<file path="config.mk">
export PLATFORM = sky130hd
export DESIGN_NAME = phy_cr_bridge
export DESIGN_NICKNAME = d
export VERILOG_FILES = /design/src/rtl/phy_cr_pkg.sv /design/src/rtl/cr_host_regs.sv /design/src/rtl/cr_handshake.sv /design/src/rtl/phy_cr_bridge.sv
export SDC_FILE = /design/constraint.sdc
export NUM_CORES = 1
export LEC_CHECK = 0
export BUFFER_PORTS_ARGS = -buffer_cell sky130_fd_sc_hd__clkbuf_2
export CORE_AREA = 2 2 79 81
export CTS_CLUSTER_SIZE = 20
export DETAILED_ROUTE_END_ITERATION = 6
export DIE_AREA = 0 0 81 83
export PLACE_DENSITY = 0.83
export SYNTH_ARGS = -nofsm -noshare
export SYNTH_HDL_FRONTEND = slang
export SYNTH_SLANG_ARGS = --single-unit
export TNS_END_PERCENT = 5
</file>
<file path="constraint.sdc">
create_clock -name clk -period 3.2 [get_ports clk]
set_input_delay 0.16 -clock clk [delete_from_list [all_inputs] [get_ports clk]]
set_output_delay 0.16 -clock clk [all_outputs]
set_load 0.05 [all_outputs]
</file>
<file path="src/rtl/phy_cr_pkg.sv">
package phy_cr_pkg;
    typedef enum logic [2:0] {
        OP_NONE     = 3'd0,
        OP_CAP_ADDR = 3'd1,
        OP_CAP_DATA = 3'd2,
        OP_READ     = 3'd3,
        OP_WRITE    = 3'd4
    } cr_op_e;

    localparam int NUM_OPS = 4;

    localparam logic [7:0] OFS_DIN      = 8'h0C;
    localparam logic [7:0] OFS_DOUT     = 8'h10;
    localparam logic [7:0] OFS_CAP_ADDR = 8'h14;
    localparam logic [7:0] OFS_CAP_DATA = 8'h18;
    localparam logic [7:0] OFS_READ     = 8'h1C;
    localparam logic [7:0] OFS_WRITE    = 8'h20;
endpackage

</file>
<file path="src/rtl/cr_host_regs.sv">
module cr_host_regs
    import phy_cr_pkg::*;
#(
    parameter int ADDR_W = 8,
    parameter int REG_W  = 32,
    parameter int DATA_W = 16
) (
    input  logic              clk,
    input  logic              rst_n,
    input  logic              wr_en,
    input  logic [ADDR_W-1:0] addr,
    input  logic [REG_W-1:0]  wdata,
    input  cr_op_e            pend_op,
    input  logic              rd_done,
    input  logic [DATA_W-1:0] phy_rdata,
    output cr_op_e            req_op,
    output logic [REG_W-1:0]  rdata,
    output logic [DATA_W-1:0] din
);
    typedef struct packed {
        logic [REG_W-1:0]  din;
        logic [DATA_W-1:0] dout;
    } regs_t;

    regs_t q, d;

    always_comb begin
        d = q;
        if (wr_en && addr == ADDR_W'(OFS_DIN)) d.din = wdata;
        if (rd_done) d.dout = phy_rdata;
    end

    always_ff @(posedge clk or negedge rst_n) begin
        if (!rst_n) q <= '0;
        else        q <= d;
    end

    always_comb begin
        req_op = OP_NONE;
        if (wr_en && wdata[0]) begin
            case (addr)
                ADDR_W'(OFS_CAP_ADDR): req_op = OP_CAP_ADDR;
                ADDR_W'(OFS_CAP_DATA): req_op = OP_CAP_DATA;
                ADDR_W'(OFS_READ):     req_op = OP_READ;
                ADDR_W'(OFS_WRITE):    req_op = OP_WRITE;
                default:               req_op = OP_NONE;
            endcase
        end
    end

    always_comb begin
        rdata = '0;
        case (addr)
            ADDR_W'(OFS_DIN):      rdata = q.din;
            ADDR_W'(OFS_DOUT):     rdata = REG_W'(q.dout);
            ADDR_W'(OFS_CAP_ADDR): rdata = REG_W'(pend_op == OP_CAP_ADDR);
            ADDR_W'(OFS_CAP_DATA): rdata = REG_W'(pend_op == OP_CAP_DATA);
            ADDR_W'(OFS_READ):     rdata = REG_W'(pend_op == OP_READ);
            ADDR_W'(OFS_WRITE):    rdata = REG_W'(pend_op == OP_WRITE);
            default:               rdata = '0;
        endcase
    end

    assign din = q.din[DATA_W-1:0];


    dout_hold_chk: assert property (@(posedge clk) disable iff (!rst_n)
        !rd_done |=> $stable(q.dout));

    dout_load_chk: assert property (@(posedge clk) disable iff (!rst_n)
        rd_done |=> q.dout == $past(phy_rdata));
endmodule

</file>
<file path="src/rtl/cr_handshake.sv">
module cr_handshake
    import phy_cr_pkg::*;
#(
    parameter int MAX_WAIT = 64
) (
    input  logic               clk,
    input  logic               rst_n,
    input  cr_op_e             req_op,
    input  logic               phy_ack,
    output cr_op_e             pend_op,
    output logic               rd_done,
    output logic [NUM_OPS-1:0] strobes
);
    localparam int CNT_W = $clog2(MAX_WAIT + 1);
    localparam logic [CNT_W-1:0] LIMIT = CNT_W'(MAX_WAIT - 1);

    typedef struct packed {
        cr_op_e           op;
        logic             drive;
        logic [CNT_W-1:0] cnt;
    } hs_t;

    hs_t q, d;

    always_comb begin
        d = q;
        rd_done = 1'b0;
        if (q.op == OP_NONE) begin
            if (req_op != OP_NONE) begin
                d.op    = req_op;
                d.drive = !phy_ack;
                d.cnt   = '0;
            end
        end else if (q.drive && phy_ack) begin
            d.op    = OP_NONE;
            d.drive = 1'b0;
            rd_done = (q.op == OP_READ);
        end else if (q.cnt == LIMIT) begin
            d.op    = OP_NONE;
            d.drive = 1'b0;
        end else begin
            d.cnt = q.cnt + 1'b1;
            if (!q.drive && !phy_ack) d.drive = 1'b1;
        end
    end

    always_ff @(posedge clk or negedge rst_n) begin
        if (!rst_n) q <= '{op: OP_NONE, drive: 1'b0, cnt: '0};
        else        q <= d;
    end

    for (genvar i = 0; i < NUM_OPS; i++) begin : g_strobe
        assign strobes[i] = q.drive && (q.op == cr_op_e'(3'(i + 1)));
    end

    assign pend_op = q.op;


    strobe_hold_chk: assert property (@(posedge clk) disable iff (!rst_n)
        (|strobes && !phy_ack && q.cnt != LIMIT) |=> $stable(strobes));

    ack_release_chk: assert property (@(posedge clk) disable iff (!rst_n)
        (|strobes && phy_ack) |=> (strobes == '0 && pend_op == OP_NONE));

    rise_after_drop_chk: assert property (@(posedge clk) disable iff (!rst_n)
        $rose(|strobes) |-> !$past(phy_ack));

    busy_ignore_chk: assert property (@(posedge clk) disable iff (!rst_n)
        (q.op != OP_NONE && !(q.drive && phy_ack) && q.cnt != LIMIT) |=> $stable(pend_op));

    budget_abort_chk: assert property (@(posedge clk) disable iff (!rst_n)
        (q.op != OP_NONE && q.cnt == LIMIT && !(q.drive && phy_ack)) |=> (pend_op == OP_NONE && strobes == '0));
endmodule

</file>
<file path="src/rtl/phy_cr_bridge.sv">
module phy_cr_bridge
    import phy_cr_pkg::*;
#(
    parameter int ADDR_W   = 8,
    parameter int REG_W    = 32,
    parameter int DATA_W   = 16,
    parameter int MAX_WAIT = 64
) (
    input  logic              clk,
    input  logic              rst_n,
    input  logic              host_wr,
    input  logic [ADDR_W-1:0] host_addr,
    input  logic [REG_W-1:0]  host_wdata,
    output logic [REG_W-1:0]  host_rdata,
    output logic [DATA_W-1:0] phy_wdata,
    output logic              phy_cap_addr,
    output logic              phy_cap_data,
    output logic              phy_rd,
    output logic              phy_wr,
    input  logic [DATA_W-1:0] phy_rdata,
    input  logic              phy_ack
);
    cr_op_e             req_op;
    cr_op_e             pend_op;
    logic               rd_done;
    logic [NUM_OPS-1:0] strobes;

    cr_host_regs #(.ADDR_W(ADDR_W), .REG_W(REG_W), .DATA_W(DATA_W)) u_regs (
        .clk       (clk),
        .rst_n     (rst_n),
        .wr_en     (host_wr),
        .addr      (host_addr),
        .wdata     (host_wdata),
        .pend_op   (pend_op),
        .rd_done   (rd_done),
        .phy_rdata (phy_rdata),
        .req_op    (req_op),
        .rdata     (host_rdata),
        .din       (phy_wdata)
    );

    cr_handshake #(.MAX_WAIT(MAX_WAIT)) u_hs (
        .clk     (clk),
        .rst_n   (rst_n),
        .req_op  (req_op),
        .phy_ack (phy_ack),
        .pend_op (pend_op),
        .rd_done (rd_done),
        .strobes (strobes)
    );

    assign phy_cap_addr = strobes[0];
    assign phy_cap_data = strobes[1];
    assign phy_rd       = strobes[2];
    assign phy_wr       = strobes[3];
endmodule

</file>
# Yosys cells after proc, flatten, opt, wreduce, memory -nomap -nowiden
# Index checks and enable logic that the tools add are counted.
[word_totals] ff_bits=59 inputBits=60 out_inout_bits=52 wordCells=50
[classes] add_sub_neg=1 n_eq_ne=14 muxes=13 reduce_logical=17
[op_table] operator="$pmux 32 s6" count=1
[op_table] operator="$eq 8x5->1 const B" count=4
[op_table] operator="$mux 11" count=2
[op_table] operator="$mux 7" count=2
[op_table] operator="$pmux 3 s4" count=1
[op_table] operator="$eq 8x4->1 const B" count=1
[op_table] operator="$eq 8x6->1 const B" count=1
[op_table] operator="$logic_and 1x1->1" count=8
[op_table] operator="$add 7x1->7 const B" count=1
[op_table] operator="$eq 7x6->1 const B" count=1
[op_table] operator="$eq 3x2->1 const B" count=2
[op_table] operator="$mux 3" count=2
[op_table] operator="$reduce_bool 3->1" count=2
[op_table] operator="$mux 1" count=4
[op_table] operator="$mux 4" count=1
[op_table] operator="$ne 2x1->1 const B" count=2
[op_table] operator="$reduce_and 2->1" count=2
[op_table] operator="$reduce_bool 4->1" count=1
[op_table] operator="$eq 3x1->1 const B" count=1
[op_table] operator="$eq 3x3->1 const B" count=1
[op_table] operator="$logic_not 3->1" count=1
[op_table] operator="$reduce_and 3->1" count=1
[op_table] operator="$logic_not 1->1" count=2
[op_table] operator="$ne 2x2->1 const B" count=1

# Depth between registers and ports, before layout
# Gate-level depths: netlist of run 1.
[depth] word_depth=6 depth_mapped=6 mapped_depth_nobuf=5

# Modules after synthesis
# A second synthesis of run 1 with hierarchy kept.
[unflattened] cells_unflattened=243 area_unflattened_um2=3100.5
[by_module_without_submodules] module="cr_host_regs" n_inst=1 cells_per_inst=177 area_per_inst_um2=2462.4 seq_area_each_um2=1201.2
[by_module_without_submodules] module="cr_handshake" n_inst=1 cells_per_inst=66 area_per_inst_um2=638.1 seq_area_each_um2=275.3

# Least setup slack after synthesis of run 1
# No wires, ideal clock.
[synth_path] kind="register -> register" from="register u_hs.q (netlist bit u_hs.pend_op[0])" to="register u_regs.q[10] in the netlist's numbering" setup_ps=125 t_arrival_ps=2259 t_required_ps=3075 setup_slack_ps=817 path_stages_with_launch=7 path_buffers=2 synth_period_minus_slack_ps=2383 cell_sequence="dfrtp_1 clkbuf_1 nand2_1 nor2_1 nand2_1 clkbuf_1 mux2_2"
[synth_via] elab_chain_cells=3 word_cells_on_any_way=4 cone_classes="eq/ne: 1; mux: 2; reduce/logical: 1"
[synth_lines] element="start, declared" line_no="cr_handshake.sv:23" rtl="hs_t q, d;"
[synth_lines] element="start signal, assigned" line_no="cr_handshake.sv:48" rtl="if (!rst_n) q <= '{op: OP_NONE, drive: 1'b0, cnt: '0};"
[synth_lines] element="$eq 3x2->1" line_no="cr_handshake.sv:37" rtl="rd_done = (q.op == OP_READ);"
[synth_lines] element="$mux 1" line_no="cr_handshake.sv:34" rtl="end else if (q.drive && phy_ack) begin"
[synth_lines] element="$mux 1 *" line_no="cr_handshake.sv:28" rtl="if (q.op == OP_NONE) begin"
[synth_lines] element="end signal, assigned" line_no="cr_host_regs.sv:34" rtl="if (!rst_n) q <= '0;"
[synth_lines] element="end signal, assigned" line_no="cr_host_regs.sv:35" rtl="else q <= d;"
[synth_lines] element="end, declared" line_no="cr_host_regs.sv:25" rtl="regs_t q, d;"
# Mark *: on every way between the ends. The rest lies on a longest branch, timed or not.
# A chain may end at the register's enable or synchronous reset.

# Final worst setup path of run 1
[layout_path] from="input host_addr[7]" to="output host_rdata[0]"
[layout_via] elab_chain_cells=2 word_cells_on_any_way=7 cone_classes="eq/ne: 6; mux: 1"
[layout_lines] element="start, declared" line_no="phy_cr_bridge.sv:12" rtl="input logic [ADDR_W-1:0] host_addr,"
[layout_lines] element="$eq 8x6->1 (tied with other cells)" line_no="cr_host_regs.sv:53" rtl="case (addr)"
[layout_lines] element="$pmux 32 s6 *" line_no="cr_host_regs.sv:53"
[layout_lines] element="end, declared" line_no="phy_cr_bridge.sv:14" rtl="output logic [REG_W-1:0] host_rdata,"
# Marked as above.

==> qor.csv, run 1 <==
metric;value;unit
power per unit of standard cell area;410;nW/µm²
number of levels in the clock H-tree;3;
routed wirelength normalized by instance count;15.9;µm
internal power consumption;1120;µW
die extent in y;83;µm
post-detailed-route count of antenna-violating nets;0;
number of nets in the layout;395;
per-cell via count in the routed design;5.34;
area enclosed by the die boundary;6720;µm²
category of the critical setup timing path;input pin to output pin;
Max Fclk;0.466;GHz
number of cells produced by synthesis;233;
Switching Power;383;µW
Setup TNS Final;0;ns
wirelength, routed;6560;µm
number of CTS-inserted buffers;9;
maximum fanout along the worst path;32;
number of synthesized flops with an enable pin;0;
Clock Power Share;36.5;%
weighted congestion at the end of routability-driven global placement;0.841;
Net Count, Synth;294;
horizontal extent of the die;81;µm
final cycle utilization of the critical path;67.1;%
antenna diode count;0;
number of buffers inserted to repair setup after CTS;0;
Detailed Route Iter0 Violations;117;
shortest period the worst path allows;2.15;ns
worst clock skew;0.00756;ns
share of synthesized registers carrying an async set or reset;100;%
ordered cell list for the critical path;clkbuf_2, or4_4, nor4_4, buf_4, a22o_1, or3_1, clkbuf_2;
cell taking the most area after synthesis;dfrtp_1;
Synth cell types;41;
Reg clk slew, reported paths;0.07;ns
Synth Cell Area;2990;µm²
detailed-router iteration count before antenna repair;4;
maximum number of pins on one net before global-route repair;60;
most frequently used flop master after synthesis;dfrtp_1;
clock root cell;clkbuf_8;
status;finished clean;
Max stage delay on crit path;0.57;ns
max-capacitance violation count;0;
TritonCTS clock tree;yes;
total of fill cells in the finished design;470;
top post-synthesis cells by area;dfrtp_1, mux2_4, mux2_2, a22o_1, buf_4;
count of standard-cell rows;28;
Slew @ Worst Pin;0.919;ns
placeable core area;5820;µm²
largest buffer count on any clock path;2;
Synthesis Warnings;0;
fraction of power consumed by sequential logic;53.1;%
CTS Hold Bufs;1;
Worst Hold Class;input pin to flop;
layout overhead on the synthesized area;22.8;%
number of hold violations in the final report;0;
DRC violations left;0;
part of the power in combinational logic;10.5;%
Sw Ratio;25.5;%
Buffers on Ports;111;
capturing element type of the critical path;output pin;
number of buffers and inverters on the critical path;3;
slowest stage cell on the critical path;or4_4;
antenna violations before repair;0;
post-synthesis sequential area ratio;49.4;%
worst endpoint required time;3.04;ns
critical path startpoint category;input pin;
effective utilization at floorplan;51.4;%
final number of setup-violating endpoints;0;
layout cell share with drive strength beyond 1;53.6;%
number of pins with negative max-slew slack in the final report;0;
number of global-route vias before repair;2316;
maximum resistive drop on vdd;234;µV
gr usage total;20.6;%
total vias in the final route;2205;
final hold slack;0.0609;ns
total power draw;1500;µW
syn_area_per_cell;12.8;µm²
clock latency of the later-clocked register in the worst-skew pair;0.33;ns
share of the synthesized area in the top cell type;49.4;%
post-detailed-placement half-perimeter wirelength;4720;µm
remaining global-route overflow;0;
wire length of the first global-routing pass;10600;µm
Boundary Pins;112;
CP top delay family;simple AND/OR/NAND/NOR gates;
Worst path most repeated cell;clkbuf_2;
arrival time reported for the critical path endpoint;1.99;ns
RSZ-0062 raised after global routing;false;
number of instances resized during post-cts repair;0;
reported leakage power;0.00202;µW
number of storage elements in the synthesis netlist;59;
TritonCTS Sinks;59;
headroom to the max-slew limit;38.0;%
layout by cell type, fill, tap and decap left out, types with 3 or more instances in the layout:
cell / n
nand2_1: 9
dfrtp_1: 59
a21oi_1: 3
buf_4: 3
clkbuf_2: 111
and2_1: 16
nor3_1: 6
or3_1: 3
nor2_1: 6
mux2_2: 18
a22o_1: 17
o21ai_0: 4
mux2_4: 30
clkbuf_8: 9
state kept, by name, indices dropped and copies added, names as in the netlist:
name,count
u_hs.pend_op,3
u_regs.q,32
u_hs.q,8
u_regs.din,16
worst paths after layout:
| check | startpoint | to | slack [ns] | depth (start not counted) |
|---|---|---|---|---|
| max | host_addr[7] | host_rdata[0] | 1.05 | 7 |
| min | host_wdata[2] | u_regs.din[2]$_DFFE_PN0P_ | 0.06 | 2 |
| max reg2reg | u_hs.q[0]$_DFFE_PN0P_ | u_hs.q[5]$_DFFE_PN0P_ | 1.23 | 5 |
| min reg2reg | u_regs.q[39]$_DFFE_PN0P_ | u_regs.q[39]$_DFFE_PN0P_ | 0.50 | 1 |
| max in group asynchronous | rst_n | u_regs.q[11]$_DFFE_PN0P_ | 2.18 | 3 |
| min in group asynchronous | rst_n | u_regs.q[45]$_DFFE_PN0P_ | 0.51 | 3 |
power groups by stage:
stage	logic (µW)	registers, µW	clock network [µW]
after floorplan	101	804	0
after global placement	154	810	0
after detailed placement	158	811	0
after CTS	159	798	571
after global routing	171	802	609
final	157	799	549
per-stage QoR:
step                      instance area [µm²]  setup WS [ns]  instances  utilization (%)
after detailed placement                 3500          0.989        397             60.2
final                                    3670           1.05        413             63.2
after floorplan                          2990          0.817        233                -
after global placement                   3500           1.04        397             60.2
after CTS                                3670           1.03        413             63.2
after global routing                     3670          0.875        413             63.2
per-layer routing:
metal | global-route usage (%) | wire length [µm]
met5 | 0 | 0
met2 | 33.2 | 3190
met3 | 6.74 | 513
met4 | 6.32 | 76
met1 | 26.2 | 2780
cells in the mapped netlist (2+ instances only):
library cell / count
o311ai_0: 2
o211ai_1: 2
buf_6: 3
and3_1: 2
or3_1: 3
and2_1: 16
clkbuf_1: 7
dfrtp_1: 59
nor4_1: 2
mux2_2: 18
o21ai_0: 4
buf_4: 16
a21oi_1: 3
nand4b_1: 2
nand4_1: 2
mux2_4: 30
inv_1: 2
nand3_1: 2
nor3_1: 6
nand2_1: 9
nor3b_1: 2
nor2_1: 6
a22o_1: 17
area by class of cell:
class	instances	area (µm²)	share of cell area, %
multi-input combinational	146	1330	36.1
timing repair buffer	116	608	16.6
inverter	2	7.51	0.204
tap	75	93.8	2.55
clock inverter	4	28.8	0.783
sequential	59	1480	40.2
clock buffer	11	131	3.58
cells by family (layout without fill, tap and decap cells):
family	Yosys count	after routing	synth area share, %
buffers and inverters	28	133	6.27
flip-flops	59	59	49.4
AO/OA/AOI/OAI	33	33	8.78
adder cells (fa/ha/maj)	1	1	0.418
multiplexers	48	48	21.8
XOR/XNOR	1	1	0.293
AND/OR/NAND/NOR	63	63	13.0
Power figures use the tool's default switching activity.
==> run 2, diff against run 1 <==
- CORE_AREA: 2 2 79 81 -> 2 2 86 88
- DIE_AREA: 0 0 81 83 -> 0 0 88 90
- PLACE_DENSITY: 0.83 -> 0.74
- clock period: 3.2 -> 1.76 ns (I/O delays scaled with it)
==> qor.csv, run 2 (same netlist as run 1, synthesis figures left out) <==
metric;value;unit
antenna violations before repair;0;
TritonCTS clock tree;yes;
layout overhead on the synthesized area;55.5;%
TritonCTS Sinks;59;
shortest period the worst path allows;1.82;ns
number of levels in the clock H-tree;3;
gr usage total;21.8;%
maximum fanout along the worst path;6;
Reg clk slew, reported paths;0.07;ns
wirelength, routed;8330;µm
final hold slack;0.0321;ns
Slew @ Worst Pin;0.510;ns
flip-flop count of the largest register, all copies and words added;32;
number of hold violations in the final report;0;
critical path startpoint category;flop;
most flop-heavy register;u_regs.q;
Cell Area, Placed;3660;µm²
largest buffer count on any clock path;2;
clock latency of the later-clocked register in the worst-skew pair;0.34;ns
Worst Hold Class;input pin to flop;
minimum setup slack in the final design;-0.0559;ns
maximum resistive drop on vdd;522;µV
area enclosed by the die boundary;7920;µm²
maximum number of pins on one net before global-route repair;42;
wire length of the first global-routing pass;13300;µm
filler-free cell count of the finished design;495;
number of cells in the design after placement;427;
Boundary Pins;112;
most common cell after layout, fill and taps aside;clkbuf_2;
final cycle utilization of the critical path;103;%
layout cell share with drive strength beyond 1;51.3;%
weighted congestion at the end of routability-driven global placement;0.836;
post-detailed-placement half-perimeter wirelength;4710;µm
number of nets in the layout;452;
violations in the final reports;negative setup slack;
Detailed Route Iter0 Violations;92;
capturing element type of the critical path;output pin;
horizontal extent of the die;88;µm
final cell area excluding filler cells;4650;µm²
worst endpoint required time;1.67;ns
DRC violations left;0;
die extent in y;90;µm
post-detailed-route count of antenna-violating nets;0;
number of global-route vias before repair;2663;
placeable core area;7020;µm²
clock root cell;clkbuf_8;
total vias in the final route;2527;
Post-Route Utilization;66.2;%
arrival time reported for the critical path endpoint;1.73;ns
reported leakage power;0.00240;µW
worst clock skew;0.0104;ns
power per unit of standard cell area;695;nW/µm²
per-cell via count in the routed design;5.11;
RSZ-0062 raised after global routing;true;
detailed-router iteration count before antenna repair;5;
headroom to the max-slew limit;66.0;%
routed wirelength normalized by instance count;16.8;µm
effective utilization at floorplan;42.6;%
status;finished with violations;
Buffers on Ports;111;
Max Fclk;0.551;GHz
number of pins with negative max-slew slack in the final report;0;
max-capacitance violation count;0;
number of CTS-inserted buffers;9;
remaining global-route overflow;0;
antenna diode count;0;
category of the critical setup timing path;flop to output pin;
Setup TNS Final;-0.148;ns
count of standard-cell rows;31;
final number of setup-violating endpoints;10;
top library cells by usage in the layout, fill and taps aside;clkbuf_2, dfrtp_1, dlygate4sd3_1;
-- run 2: cell types whose count changed in the layout (fill, tap and decap cells not counted), moves of 3 or more --
cell,change
buf_4,+14
buf_8,+13
a22o_4,+3
buf_12,+5
a22o_1,-3
dlygate4sd3_1,+47
buf_6,+10
clkbuf_2,-34
-- run 2: cell type report --
type | count | area [µm²]
clock inverters | 6 | 88.8
flip-flops and latches | 59 | 1480
well taps | 99 | 124
multi-input cells | 146 | 1380
fillers | 496 | 2370
clock buffers | 10 | 138
repair buffers | 173 | 1430
inverters | 2 | 7.51
-- run 2: critical path, cell delays in order, from the launching register on --
cell       delay (ns)
dfrtp_2          0.44
nand4b_1         0.20
a2111oi_2        0.39
or3_1            0.21
buf_8            0.16
-- run 2: worst paths after layout --
path | from | end | slack (ns) | cells after the start
worst max-delay path | u_hs.pend_op[2]$_DFFE_PN0P_ | host_rdata[0] | -0.06 | 4
worst min-delay path | host_wdata[0] | u_regs.din[0]$_DFFE_PN0P_ | 0.03 | 2
worst max register to register | u_hs.pend_op[0]$_DFFE_PN0P_ | u_regs.q[2]$_DFFE_PN0P_ | 0.06 | 7
worst min register to register | u_regs.q[39]$_DFFE_PN0P_ | u_regs.q[39]$_DFFE_PN0P_ | 0.50 | 1
max in group asynchronous | rst_n | u_hs.pend_op[2]$_DFFE_PN0P_ | 0.89 | 3
min in group asynchronous | rst_n | u_regs.q[2]$_DFFE_PN0P_ | 0.26 | 2
-- run 2: power breakdown --
| group | internal [µW] | leakage, µW | switching (µW) | total (µW) |
|---|---|---|---|---|
| clock | 835 | 0.000108 | 557 | 1390 |
| combinational | 205 | 0.00149 | 181 | 386 |
| sequential | 1410 | 0.000804 | 47.0 | 1450 |
| total | 2450 | 0.00240 | 784 | 3230 |
-- run 2: metrics by stage --
| step | power (µW) | setup slack (ns) |
|---|---|---|
| after global routing | 3350 | -0.124 |
| after detailed placement | 1770 | -0.126 |
| final | 3230 | -0.0559 |
| after floorplan | 1650 | -0.354 |
| after global placement | 1760 | -0.0902 |
| after CTS | 3240 | -0.0182 |
-- run 2: timing repair --
item | CTS | global route
cloned | 1 | 0
endpoints found under the hold margin | 65 | 0
buffers inserted | 2 | 1
setup endpoints to repair | 32 | 39
resized for setup | 47 | 47
pin swaps | 2 | 7
hold buffers | 48 | 0
-- run 2: layer usage --
metal	vias up	share of wire, %	global-route usage (%)
met5	-	0	0
met4	0	1.9	10.0
met3	14	6.3	5.69
met2	102	51	35.2
met1	1254	41	27.1
li1	1157	-	-
==> run 3, diff against run 2 <==
- CORE_AREA: 2 2 86 88 -> 2 2 82 84
- DIE_AREA: 0 0 88 90 -> 0 0 84 86
- PLACE_DENSITY: 0.74 -> 0.77
- clock period: 1.76 -> 2 ns (I/O delays scaled with it)
==> qor.csv, run 3 (same netlist as run 1, synthesis figures left out) <==
metric;value;unit
status;finished clean;
top library cells by usage in the layout, fill and taps aside;clkbuf_2, dfrtp_1, dlygate4sd3_1;
post-detailed-placement half-perimeter wirelength;4700;µm
number of pins with negative max-slew slack in the final report;0;
max-capacitance violation count;0;
number of cells on the worst reg-to-reg path;3;
reg2reg setup slack;0.35;ns
maximum resistive drop on vdd;475;µV
slowest stage cell on the critical path;or4_4;
worst clock skew;0.00918;ns
final number of setup-violating endpoints;0;
capturing element type of the critical path;output pin;
number of cells in the design after placement;402;
Detailed Route Iter0 Violations;63;
Setup TNS Final;0;ns
TritonCTS clock tree;yes;
final hold slack;0.0122;ns
count of standard-cell rows;29;
reported leakage power;0.00227;µW
horizontal extent of the die;84;µm
Reg clk slew, reported paths;0.07;ns
final cell area excluding filler cells;4260;µm²
wirelength, routed;7490;µm
clock root cell;clkbuf_8;
number of logic stages on the critical path including buffering;6;
critical path startpoint category;input pin;
final cycle utilization of the critical path;96.1;%
category of the critical setup timing path;input pin to output pin;
antenna diode count;0;
critical path capture point;host_rdata[13];
routed wirelength normalized by instance count;16.3;µm
number of hold violations in the final report;0;
most common cell after layout, fill and taps aside;clkbuf_2;
antenna violations before repair;0;
arrival time reported for the critical path endpoint;1.82;ns
shortest period the worst path allows;1.92;ns
Cell Area, Placed;3620;µm²
Boundary Pins;112;
total power draw;2810;µW
Buffers on Ports;111;
Max stage delay on crit path;0.58;ns
headroom to the max-slew limit;58.2;%
RR Endpoint;u_hs.q[7]$_DFFE_PN0P_;
layout cell share with drive strength beyond 1;50.3;%
TritonCTS Sinks;59;
number of buffers and inverters on the critical path;3;
ordered cell list for the critical path;clkbuf_2, or4_4, nor4_4, buf_12, a22o_1, clkbuf_2;
power per unit of standard cell area;658;nW/µm²
Worst path most repeated cell;clkbuf_2;
number of CTS-inserted buffers;9;
Critical R2R Launch;u_hs.pend_op[1]$_DFFE_PN0P_;
WHS Path Cells;2;
Max Fclk;0.520;GHz
die extent in y;86;µm
maximum number of pins on one net before global-route repair;37;
per-cell via count in the routed design;5.23;
flip-flop count of the largest register, all copies and words added;32;
number of levels in the clock H-tree;3;
remaining global-route overflow;0;
number of nets in the layout;439;
clock latency of the later-clocked register in the worst-skew pair;0.33;ns
weighted congestion at the end of routability-driven global placement;0.774;
largest buffer count on any clock path;2;
Critical Path Source;host_addr[7];
number of global-route vias before repair;2529;
effective utilization at floorplan;47.7;%
gr usage total;21.0;%
Worst Hold Class;input pin to flop;
CP top delay family;simple AND/OR/NAND/NOR gates;
detailed-router iteration count before antenna repair;4;
layout overhead on the synthesized area;42.5;%
most flop-heavy register;u_regs.q;
Slew @ Worst Pin;0.626;ns
placeable core area;6280;µm²
area enclosed by the die boundary;7220;µm²
worst endpoint required time;1.90;ns
total vias in the final route;2401;
filler-free cell count of the finished design;459;
DRC violations left;0;
maximum fanout along the worst path;31;
wire length of the first global-routing pass;11900;µm
RSZ-0062 raised after global routing;false;
post-detailed-route count of antenna-violating nets;0;
-- run 3: timing repair --
item,4_1_cts,5_1_grt
setup buffers,0,3
endpoints found under the hold margin,58,3
endpoints found under the setup margin,0,1
hold buffers,36,3
gates resized for setup,0,4
-- run 3: layer usage --
metal	GRT usage, %	vias to the layer above	routed length (µm)
li1	-	1132	-
met5	0	-	0
met2	36.1	79	3780
met3	8.18	8	517
met1	24.3	1182	3110
met4	6.30	0	82
-- run 3: layout make-up --
| type | instances | area (µm²) |
|---|---|---|
| Multi-Input combinational cell | 146 | 1340 |
| Tap cell | 77 | 96.3 |
| Sequential cell | 59 | 1480 |
| Inverter | 2 | 7.51 |
| Clock inverter | 4 | 73.8 |
| Fill cell | 456 | 2010 |
| Timing Repair Buffer | 160 | 1120 |
| Clock buffer | 11 | 151 |
-- run 3: worst register-to-register path: stages (launching register included) --
cell	delay [ns]
dfrtp_1	0.47
or3_1	0.44
or4_1	0.52
o311ai_0	0.11
-- run 3: worst min-delay path by stage --
stage | from | endpoint | slack, ns
3_3_place_gp | rst_n | u_regs.q[2]$_DFFE_PN0P_ | 0.14
4_1_cts | phy_rdata[15] | u_regs.q[15]$_DFFE_PN0P_ | 0.0004
5_1_grt | host_wdata[29] | u_regs.q[45]$_DFFE_PN0P_ | 0.002
3_5_place_dp | rst_n | u_regs.q[2]$_DFFE_PN0P_ | 0.15
2_1_floorplan | rst_n | u_hs.pend_op[0]$_DFFE_PN0P_ | -0.20
6_report | host_wdata[8] | u_regs.din[8]$_DFFE_PN0P_ | 0.01
-- run 3: through the flow --
step,utilization [%],setup WS (ns)
2_1_floorplan,-,-0.114
3_3_place_gp,57.7,0.122
3_5_place_dp,57.7,0.0782
4_1_cts,67.0,0.0103
5_1_grt,67.9,0.00712
6_report,67.9,0.0782
-- run 3: report_power, final --
part | internal (µW) | total (µW) | switching [µW]
logic | 165 | 317 | 152
clock network | 762 | 1210 | 445
registers | 1240 | 1280 | 42.1
